`src/rtl/boot_pkg.sv`:
```
package boot_pkg;

    localparam int BYTE_W         = 8;
    localparam int WORD_W         = 24;
    localparam int PAGE_W         = 8;
    localparam int EXT_W          = 14;
    localparam int PM_ADDR_W      = 14;
    localparam int BM_ADDR_W      = PAGE_W + EXT_W;
    localparam int BYTES_PER_WORD = WORD_W / BYTE_W;
    localparam int DEF_WORDS      = 32;
    localparam int CNT_W          = $clog2(DEF_WORDS + 1);

    localparam logic [2:0] MODE_BYTE_BUS = 3'b000;
    localparam logic [2:0] MODE_HOST     = 3'b101;

    typedef enum logic [1:0] {
        BOOT_NONE     = 2'd0,
        BOOT_BYTE_DMA = 2'd1,
        BOOT_HOST     = 2'd2
    } boot_kind_e;

    typedef enum logic [1:0] {
        XT_PM24 = 2'd0,
        XT_DM16 = 2'd1,
        XT_DM8H = 2'd2,
        XT_DM8L = 2'd3
    } xfer_type_e;

    typedef struct packed {
        logic                 to_ext;
        logic [PAGE_W-1:0]    page;
        logic [PM_ADDR_W-1:0] int_addr;
        logic [EXT_W-1:0]     ext_addr;
        xfer_type_e           xtype;
        logic [CNT_W-1:0]     words_left;
        logic                 stall_core;
    } dma_regs_t;

    function automatic boot_kind_e decode_mode(input logic [2:0] m);
        case (m)
            MODE_BYTE_BUS: return BOOT_BYTE_DMA;
            MODE_HOST:     return BOOT_HOST;
            default:       return BOOT_NONE;
        endcase
    endfunction

    function automatic dma_regs_t dma_boot_defaults(input logic [CNT_W-1:0] words);
        dma_regs_t r;
        r.to_ext     = 1'b0;
        r.page       = '0;
        r.int_addr   = '0;
        r.ext_addr   = '0;
        r.xtype      = XT_PM24;
        r.words_left = words;
        r.stall_core = 1'b1;
        return r;
    endfunction

endpackage

```
`src/rtl/boot_mode_capture.sv`:
```
module boot_mode_capture
    import boot_pkg::*;
(
    input  logic       clk,
    input  logic       rst,
    input  logic [2:0] mode_bits,
    output logic       launch,
    output boot_kind_e kind_now,
    output boot_kind_e kind_q
);
    logic armed;

    assign launch   = armed && !rst;
    assign kind_now = decode_mode(mode_bits);

    always_ff @(posedge clk) begin
        if (rst) begin
            armed  <= 1'b1;
            kind_q <= BOOT_NONE;
        end else if (launch) begin
            armed  <= 1'b0;
            kind_q <= kind_now;
        end
    end
endmodule

```
`src/rtl/byte_dma_loader.sv`:
```
module byte_dma_loader
    import boot_pkg::*;
#(
    parameter int WORDS = DEF_WORDS
) (
    input  logic                 clk,
    input  logic                 rst,
    input  logic                 start,
    output logic                 bm_rd,
    output logic [BM_ADDR_W-1:0] bm_addr,
    input  logic                 bm_ack,
    input  logic [BYTE_W-1:0]    bm_rdata,
    output logic                 pm_we,
    output logic [PM_ADDR_W-1:0] pm_addr,
    output logic [WORD_W-1:0]    pm_wdata,
    output logic                 done
);
    localparam logic [CNT_W-1:0] WORDS_C   = CNT_W'(WORDS);
    localparam logic [1:0]       LAST_BYTE = 2'(BYTES_PER_WORD - 1);

    typedef enum logic [2:0] {
        LD_IDLE, LD_REQ, LD_WAIT, LD_WRITE, LD_DONE
    } ld_state_e;

    ld_state_e            st;
    dma_regs_t            r;
    logic [WORD_W-1:0]    acc;
    logic [1:0]           bidx;
    logic [BM_ADDR_W-1:0] byte_ptr_next;

    assign bm_rd    = (st == LD_REQ);
    assign bm_addr  = {r.page, r.ext_addr};
    assign pm_we    = (st == LD_WRITE);
    assign pm_addr  = r.int_addr;
    assign pm_wdata = acc;
    assign done     = !r.stall_core;

    assign byte_ptr_next = {r.page, r.ext_addr} + BM_ADDR_W'(1);

    always_ff @(posedge clk) begin
        if (rst) begin
            st   <= LD_IDLE;
            r    <= dma_boot_defaults(WORDS_C);
            acc  <= '0;
            bidx <= '0;
        end else begin
            case (st)
                LD_IDLE: begin
                    if (start && !r.to_ext && r.xtype == XT_PM24) begin
                        st <= LD_REQ;
                    end
                end
                LD_REQ: st <= LD_WAIT;
                LD_WAIT: begin
                    if (bm_ack) begin
                        acc <= {acc[WORD_W-BYTE_W-1:0], bm_rdata};
                        {r.page, r.ext_addr} <= byte_ptr_next;
                        if (bidx == LAST_BYTE) begin
                            bidx <= '0;
                            st   <= LD_WRITE;
                        end else begin
                            bidx <= bidx + 2'd1;
                            st   <= LD_REQ;
                        end
                    end
                end
                LD_WRITE: begin
                    r.int_addr   <= r.int_addr + PM_ADDR_W'(1);
                    r.words_left <= r.words_left - CNT_W'(1);
                    if (r.words_left == CNT_W'(1)) begin
                        r.stall_core <= 1'b0;
                        st           <= LD_DONE;
                    end else begin
                        st <= LD_REQ;
                    end
                end
                default: st <= LD_DONE;
            endcase
        end
    end
endmodule

```
`src/rtl/host_boot_port.sv`:
```
module host_boot_port
    import boot_pkg::*;
(
    input  logic                 clk,
    input  logic                 rst,
    input  logic                 enable,
    input  logic                 host_we,
    input  logic [PM_ADDR_W-1:0] host_addr,
    input  logic [WORD_W-1:0]    host_wdata,
    output logic                 pm_we,
    output logic [PM_ADDR_W-1:0] pm_addr,
    output logic [WORD_W-1:0]    pm_wdata,
    output logic                 zero_hit
);
    assign zero_hit = enable && host_we && (host_addr == '0);

    always_ff @(posedge clk) begin
        if (rst) begin
            pm_we    <= 1'b0;
            pm_addr  <= '0;
            pm_wdata <= '0;
        end else begin
            pm_we <= enable && host_we;
            if (enable && host_we) begin
                pm_addr  <= host_addr;
                pm_wdata <= host_wdata;
            end
        end
    end
endmodule

```
`src/rtl/boot_loader_top.sv`:
```
module boot_loader_top
    import boot_pkg::*;
#(
    parameter int BOOT_WORDS = DEF_WORDS
) (
    input  logic                 clk,
    input  logic                 rst,
    input  logic [2:0]           mode_bits,
    output logic                 bm_rd,
    output logic [BM_ADDR_W-1:0] bm_addr,
    input  logic                 bm_ack,
    input  logic [BYTE_W-1:0]    bm_rdata,
    input  logic                 host_we,
    input  logic [PM_ADDR_W-1:0] host_addr,
    input  logic [WORD_W-1:0]    host_wdata,
    output logic                 pm_we,
    output logic [PM_ADDR_W-1:0] pm_addr,
    output logic [WORD_W-1:0]    pm_wdata,
    output logic                 core_hold,
    output logic                 core_start
);
    logic       launch;
    boot_kind_e kind_now;
    boot_kind_e kind_q;

    logic                 dma_we, dma_done, host_fw_we, host_zero;
    logic [PM_ADDR_W-1:0] dma_addr, host_fw_addr;
    logic [WORD_W-1:0]    dma_data, host_fw_data;
    logic                 release_now;

    boot_mode_capture u_cap (
        .clk      (clk),
        .rst      (rst),
        .mode_bits(mode_bits),
        .launch   (launch),
        .kind_now (kind_now),
        .kind_q   (kind_q)
    );

    byte_dma_loader #(.WORDS(BOOT_WORDS)) u_dma (
        .clk     (clk),
        .rst     (rst),
        .start   (kind_q == BOOT_BYTE_DMA),
        .bm_rd   (bm_rd),
        .bm_addr (bm_addr),
        .bm_ack  (bm_ack),
        .bm_rdata(bm_rdata),
        .pm_we   (dma_we),
        .pm_addr (dma_addr),
        .pm_wdata(dma_data),
        .done    (dma_done)
    );

    host_boot_port u_host (
        .clk       (clk),
        .rst       (rst),
        .enable    (kind_q == BOOT_HOST),
        .host_we   (host_we),
        .host_addr (host_addr),
        .host_wdata(host_wdata),
        .pm_we     (host_fw_we),
        .pm_addr   (host_fw_addr),
        .pm_wdata  (host_fw_data),
        .zero_hit  (host_zero)
    );

    always_comb begin
        if (kind_q == BOOT_HOST) begin
            pm_we    = host_fw_we;
            pm_addr  = host_fw_addr;
            pm_wdata = host_fw_data;
        end else begin
            pm_we    = dma_we;
            pm_addr  = dma_addr;
            pm_wdata = dma_data;
        end
    end

    assign release_now = (launch && kind_now == BOOT_NONE)
                       || (kind_q == BOOT_BYTE_DMA && dma_done)
                       || host_zero;

    always_ff @(posedge clk) begin
        if (rst) begin
            core_hold  <= 1'b1;
            core_start <= 1'b0;
        end else begin
            core_start <= 1'b0;
            if (core_hold && release_now) begin
                core_hold  <= 1'b0;
                core_start <= 1'b1;
            end
        end
    end
endmodule

```
`config.mk`:
```
export PLATFORM = sky130hd
export DESIGN_NAME = boot_loader_top
export DESIGN_NICKNAME = d
export VERILOG_FILES = /design/src/rtl/boot_pkg.sv /design/src/rtl/boot_mode_capture.sv /design/src/rtl/byte_dma_loader.sv /design/src/rtl/host_boot_port.sv /design/src/rtl/boot_loader_top.sv
export SDC_FILE = /design/constraint.sdc
export NUM_CORES = 1
export LEC_CHECK = 0
export BUFFER_PORTS_ARGS = -buffer_cell sky130_fd_sc_hd__buf_4
export CORE_UTILIZATION = 56
export CTS_BUF_LIST = sky130_fd_sc_hd__clkbuf_8
export DETAILED_ROUTE_END_ITERATION = 8
export PLACE_DENSITY = 0.86
export SKIP_CTS_REPAIR_TIMING = 1
export SYNTH_ARGS = -nofsm -noshare
export SYNTH_HDL_FRONTEND = slang
export SYNTH_SLANG_ARGS = --single-unit
```
`constraint.sdc`:
```
create_clock -name clk -period 3.1 [get_ports clk]
set_clock_uncertainty 0.2 [all_clocks]
set_input_delay 0.155 -clock clk [delete_from_list [all_inputs] [get_ports clk]]
set_output_delay 0.155 -clock clk [all_outputs]
set_load 0.005 [all_outputs]
```
==> results <==
- The flow ran to the end, and the final reports show no timing, DRC or antenna violations.
- Detailed placement ended at an HPWL of slightly above 9000 um.
- Yosys printed 0 warnings.
- The leakage power total is approximately 2.8 nW.
- The synthesized area per cell is ~7.4 um2.
- The total number of clock tree sinks is 116.
- The net count of the finished layout is 891.
- In this run, distinct cell masters in the synthesized netlist total between 40 and 50.
- The standard-cell row count is 34.
- At the worst endpoint, the arrival time is about 2800 ps.
- The area growth from synthesis to layout is 33.1%.
- The share of the Yosys chip area taken by registers is 0.447.
- Once layout is complete, the utilization of the core stands at 0.782.
- The clock-pin slew on the worst setup and hold paths is ~70 ps.
- The post-synthesis register bit count is between 100 and 150.
- The root cell of the clock tree is sky130_fd_sc_hd__clkbuf_8.
- The worst setup path is launched from a register.
- Counting every net in the synthesized netlist gives 761.
- 0 antenna diodes ended up in the layout.
- The max-slew violation total from the final report was 0.
- The worst hold-check path type is input pin to register.
- In this design, the stage delay of the slowest critical-path cell is ~740 ps.
- The post-layout total power is ~0.0033 W.
- The placer congestion estimate is ~0.81.
- The normalized max-slew margin is 0.513.
- Yosys attributes the largest share of cell area to sky130_fd_sc_hd__dfxtp_1, sky130_fd_sc_hd__nand2_1, sky130_fd_sc_hd__a21oi_1.
- The number of violations of the max-capacitance limit is 0.
- The most common flop cell mapped by yosys is sky130_fd_sc_hd__dfxtp_1.
- Of the total power, the share spent switching nets is 0.214.
- The count of pins on the block boundary is between 100 and 150.
- The cell area after synthesis is about 5200 um2.
- The total CTS buffers is 17.
- Setup violations remaining at the end of the flow were counted as 0.
- The most common cell after layout, fill and taps aside is sky130_fd_sc_hd__nand2_1.
- The net switching power of the design is between 0.0007 and 0.0008 W.
- After global routing the overflow that remains totals 0.
- The largest net degree at the start of global routing is between 50 and 60.
- The buffer levels on the longest clock path is 2.
- The combinational group share of total power is 0.059.
- The critical path in this run is classified as register to register.
- The via density per instance is 5.67.
- The final critical path time including I/O delays and setup is between 2000 and 3000 ps.
- The maximum net fanout on the critical path is 11.
- The count of final hold-check violations is 0.
- After filler insertion, the fill cell instance count of the layout stands at about 600.
- The TritonCTS clock tree is built.
- The overall die width is about 98 um.
- Dividing the final minimum period by the clock period gives 0.878.
- The share of total power dissipated in sequential elements is 0.460.
- The share of total power dissipated in the clock network is 0.481.
- The final non-filler cell area is about 7000 um2.
- The count of routing violations after the opening detailed-route iteration is 294.
- The cell taking the most area after synthesis is sky130_fd_sc_hd__dfxtp_1.
- Before antenna repair, the detailed router went through 7 iterations.
- The number of antenna violations at the first check in global routing came to 0.
- At the later pin of the worst-skew pair, clock insertion delay measures approximately 430 ps.
- The post-synthesis instance total is 704.
- In this run the remaining antenna-violating nets after routing total 0.
- The die height is roughly 98 um.
- For this design the ratio of total power to cell area is between 400 and 500 nW/um2.
- The kind of end point of the critical path is a register.
- The instance area at placement is 5950 um2.
- The overall die area is 9670 um2.
- The global-route total usage across every layer is 0.284.
- The highest achievable clock rate is 367 MHz.
- The effective utilization at floorplan is 0.588.
- The maximum vdd drop is around 0.35 mV.
- The slowest stage of the critical path belongs to the cell sky130_fd_sc_hd__or4_4.
- At the worst endpoint, the required time is 3220 ps.
- The region available for standard cell placement spans between 8000 and 9000 um2.
- The via count of the first global-routing pass is approximately 4.8k.
- The top cell types in the final layout, fill and taps aside, are sky130_fd_sc_hd__nand2_1, sky130_fd_sc_hd__buf_4, sky130_fd_sc_hd__dfxtp_1, sky130_fd_sc_hd__a21oi_1, sky130_fd_sc_hd__dlygate4sd3_1.
- The number of input and output port buffers inserted is around 120.
- The first global-routing pass estimated between 20000 and 25000 um of wire.
- The total via count after detailed routing is roughly 5.4k.
- The total negative slack for setup checks is 0 ps.
- Of all flip-flops after synthesis, the portion carrying an async set or reset was 0.
- The average wire per standard cell is 15.8 um.
- The overall routed net length is roughly 15000 um.
- The H-tree was split into 4 levels.
- In the routed design, unresolved DRC markers number 0.
- Of the cells placed in the final design, the portion with a size suffix greater than 1 is 0.194.
- The smallest hold slack is approximately 23 ps.
- Setup repair after global routing left no endpoint under its margin.
- Of the post-synthesis cell area, the dominant cell type holds 0.447.
- The signal on the critical path passes through nand4bb_1 > or4_4 > nor4_1 > mux2_2.
- At the pin with the least slew margin, the transition time is a little over 700 ps.
- The number of enable-type register cells in the synthesized netlist is 0.
- The internal power component is approximately 0.0026 W.
-- logic make-up (layout without fill, tap and decap cells) --
| kind of cell | count (synthesis) | in the layout | synth area share |
|---|---|---|---|
| buffers and inverters | 76 | 219 | 0.0741 |
| muxes | 3 | 3 | 0.00626 |
| and+or+nand+nor | 374 | 374 | 0.311 |
| DFF | 116 | 116 | 0.447 |
| xor gates and xnor gates | 25 | 25 | 0.0421 |
| AOI/OAI and AO/OA | 106 | 106 | 0.110 |
| adders and majority gates | 4 | 4 | 0.00963 |
-- state kept, by name, summed over array words and instances (netlist names) --
signal and count:
u_dma.bidx 2, u_host.pm_addr 14, u_host.pm_wdata 24, core_start 1
u_dma.pm_addr 14, u_host.pm_we 1, u_dma.r 7, core_hold 1
u_dma.bm_addr 22, u_cap.armed 1, u_dma.pm_wdata 24, u_cap.kind_q 2
u_dma.st 3
-- area by class of cell --
cell class	instances	area, um2	area share
well taps	108	135	0.0195
flip-flops and latches	116	2320	0.336
clock inverters	10	153	0.0221
multi-input cells	512	2510	0.362
inverters	9	33.8	0.00488
repair buffers	178	1470	0.212
clock buffers	22	303	0.0437
-- power by group through the flow --
stage / registers (W) / clock network, W / logic (W)
after detailed placement: 0.00155 / 0 / 0.000137
after global routing: 0.00151 / 0.00167 / 0.000209
final: 0.00151 / 0.00158 / 0.000196
after global placement: 0.00154 / 0 / 0.000134
after floorplan: 0.00154 / 0 / 0.0000629
after CTS: 0.00151 / 0.00158 / 0.000138
-- synth_stat cells (3+ instances only) --
| cell type | count |
|---|---|
| sky130_fd_sc_hd__nand2_1 | 260 |
| sky130_fd_sc_hd__dfxtp_1 | 116 |
| sky130_fd_sc_hd__a21oi_1 | 82 |
| sky130_fd_sc_hd__clkbuf_1 | 39 |
| sky130_fd_sc_hd__nor2_1 | 33 |
| sky130_fd_sc_hd__buf_4 | 22 |
| sky130_fd_sc_hd__nand3_1 | 15 |
| sky130_fd_sc_hd__xnor2_1 | 15 |
| sky130_fd_sc_hd__nand4_1 | 10 |
| sky130_fd_sc_hd__xor2_1 | 10 |
| sky130_fd_sc_hd__inv_1 | 9 |
| sky130_fd_sc_hd__nor4_1 | 9 |
| sky130_fd_sc_hd__o21ai_0 | 9 |
| sky130_fd_sc_hd__or3_1 | 9 |
| sky130_fd_sc_hd__nor3_1 | 7 |
| sky130_fd_sc_hd__or4_1 | 7 |
| sky130_fd_sc_hd__nand2b_1 | 5 |
| sky130_fd_sc_hd__o31ai_1 | 5 |
| sky130_fd_sc_hd__a211oi_1 | 4 |
| sky130_fd_sc_hd__ha_1 | 4 |
| sky130_fd_sc_hd__nor2b_1 | 4 |
| sky130_fd_sc_hd__and3_1 | 3 |
-- per-layer routing --
metal,global-route usage,vias up,wire length (um)
met5,0,-,0
met4,0.149,0,680
met3,0.0601,69,914
met2,0.489,263,7700
met1,0.334,2526,5800
li1,-,2554,-
-- critical path: cells and delay by family, from the launching register on --
family,cells,cell delay (ps)
mux,1,380
simple gates,3,1600
flops,1,430
-- per-stage QoR --
step,std cells,setup slack [ps]
6_report,955,378
2_1_floorplan,704,765
4_1_cts,903,484
3_3_place_gp,871,580
3_5_place_dp,871,490
5_1_grt,955,279
-- worst paths after layout --
kind | startpoint | to | slack [ps] | cells past startpoint
max | u_dma.st[0] | u_dma.bm_addr[21] | 380 | 4
min | host_we | u_host.pm_we | 20 | 4
max reg2reg | u_dma.st[0] | u_dma.bm_addr[21] | 380 | 4
min reg2reg | u_dma.pm_wdata[17] | u_dma.pm_wdata[17] | 260 | 2
No activity file was read; power rests on OpenSTA's default activity.
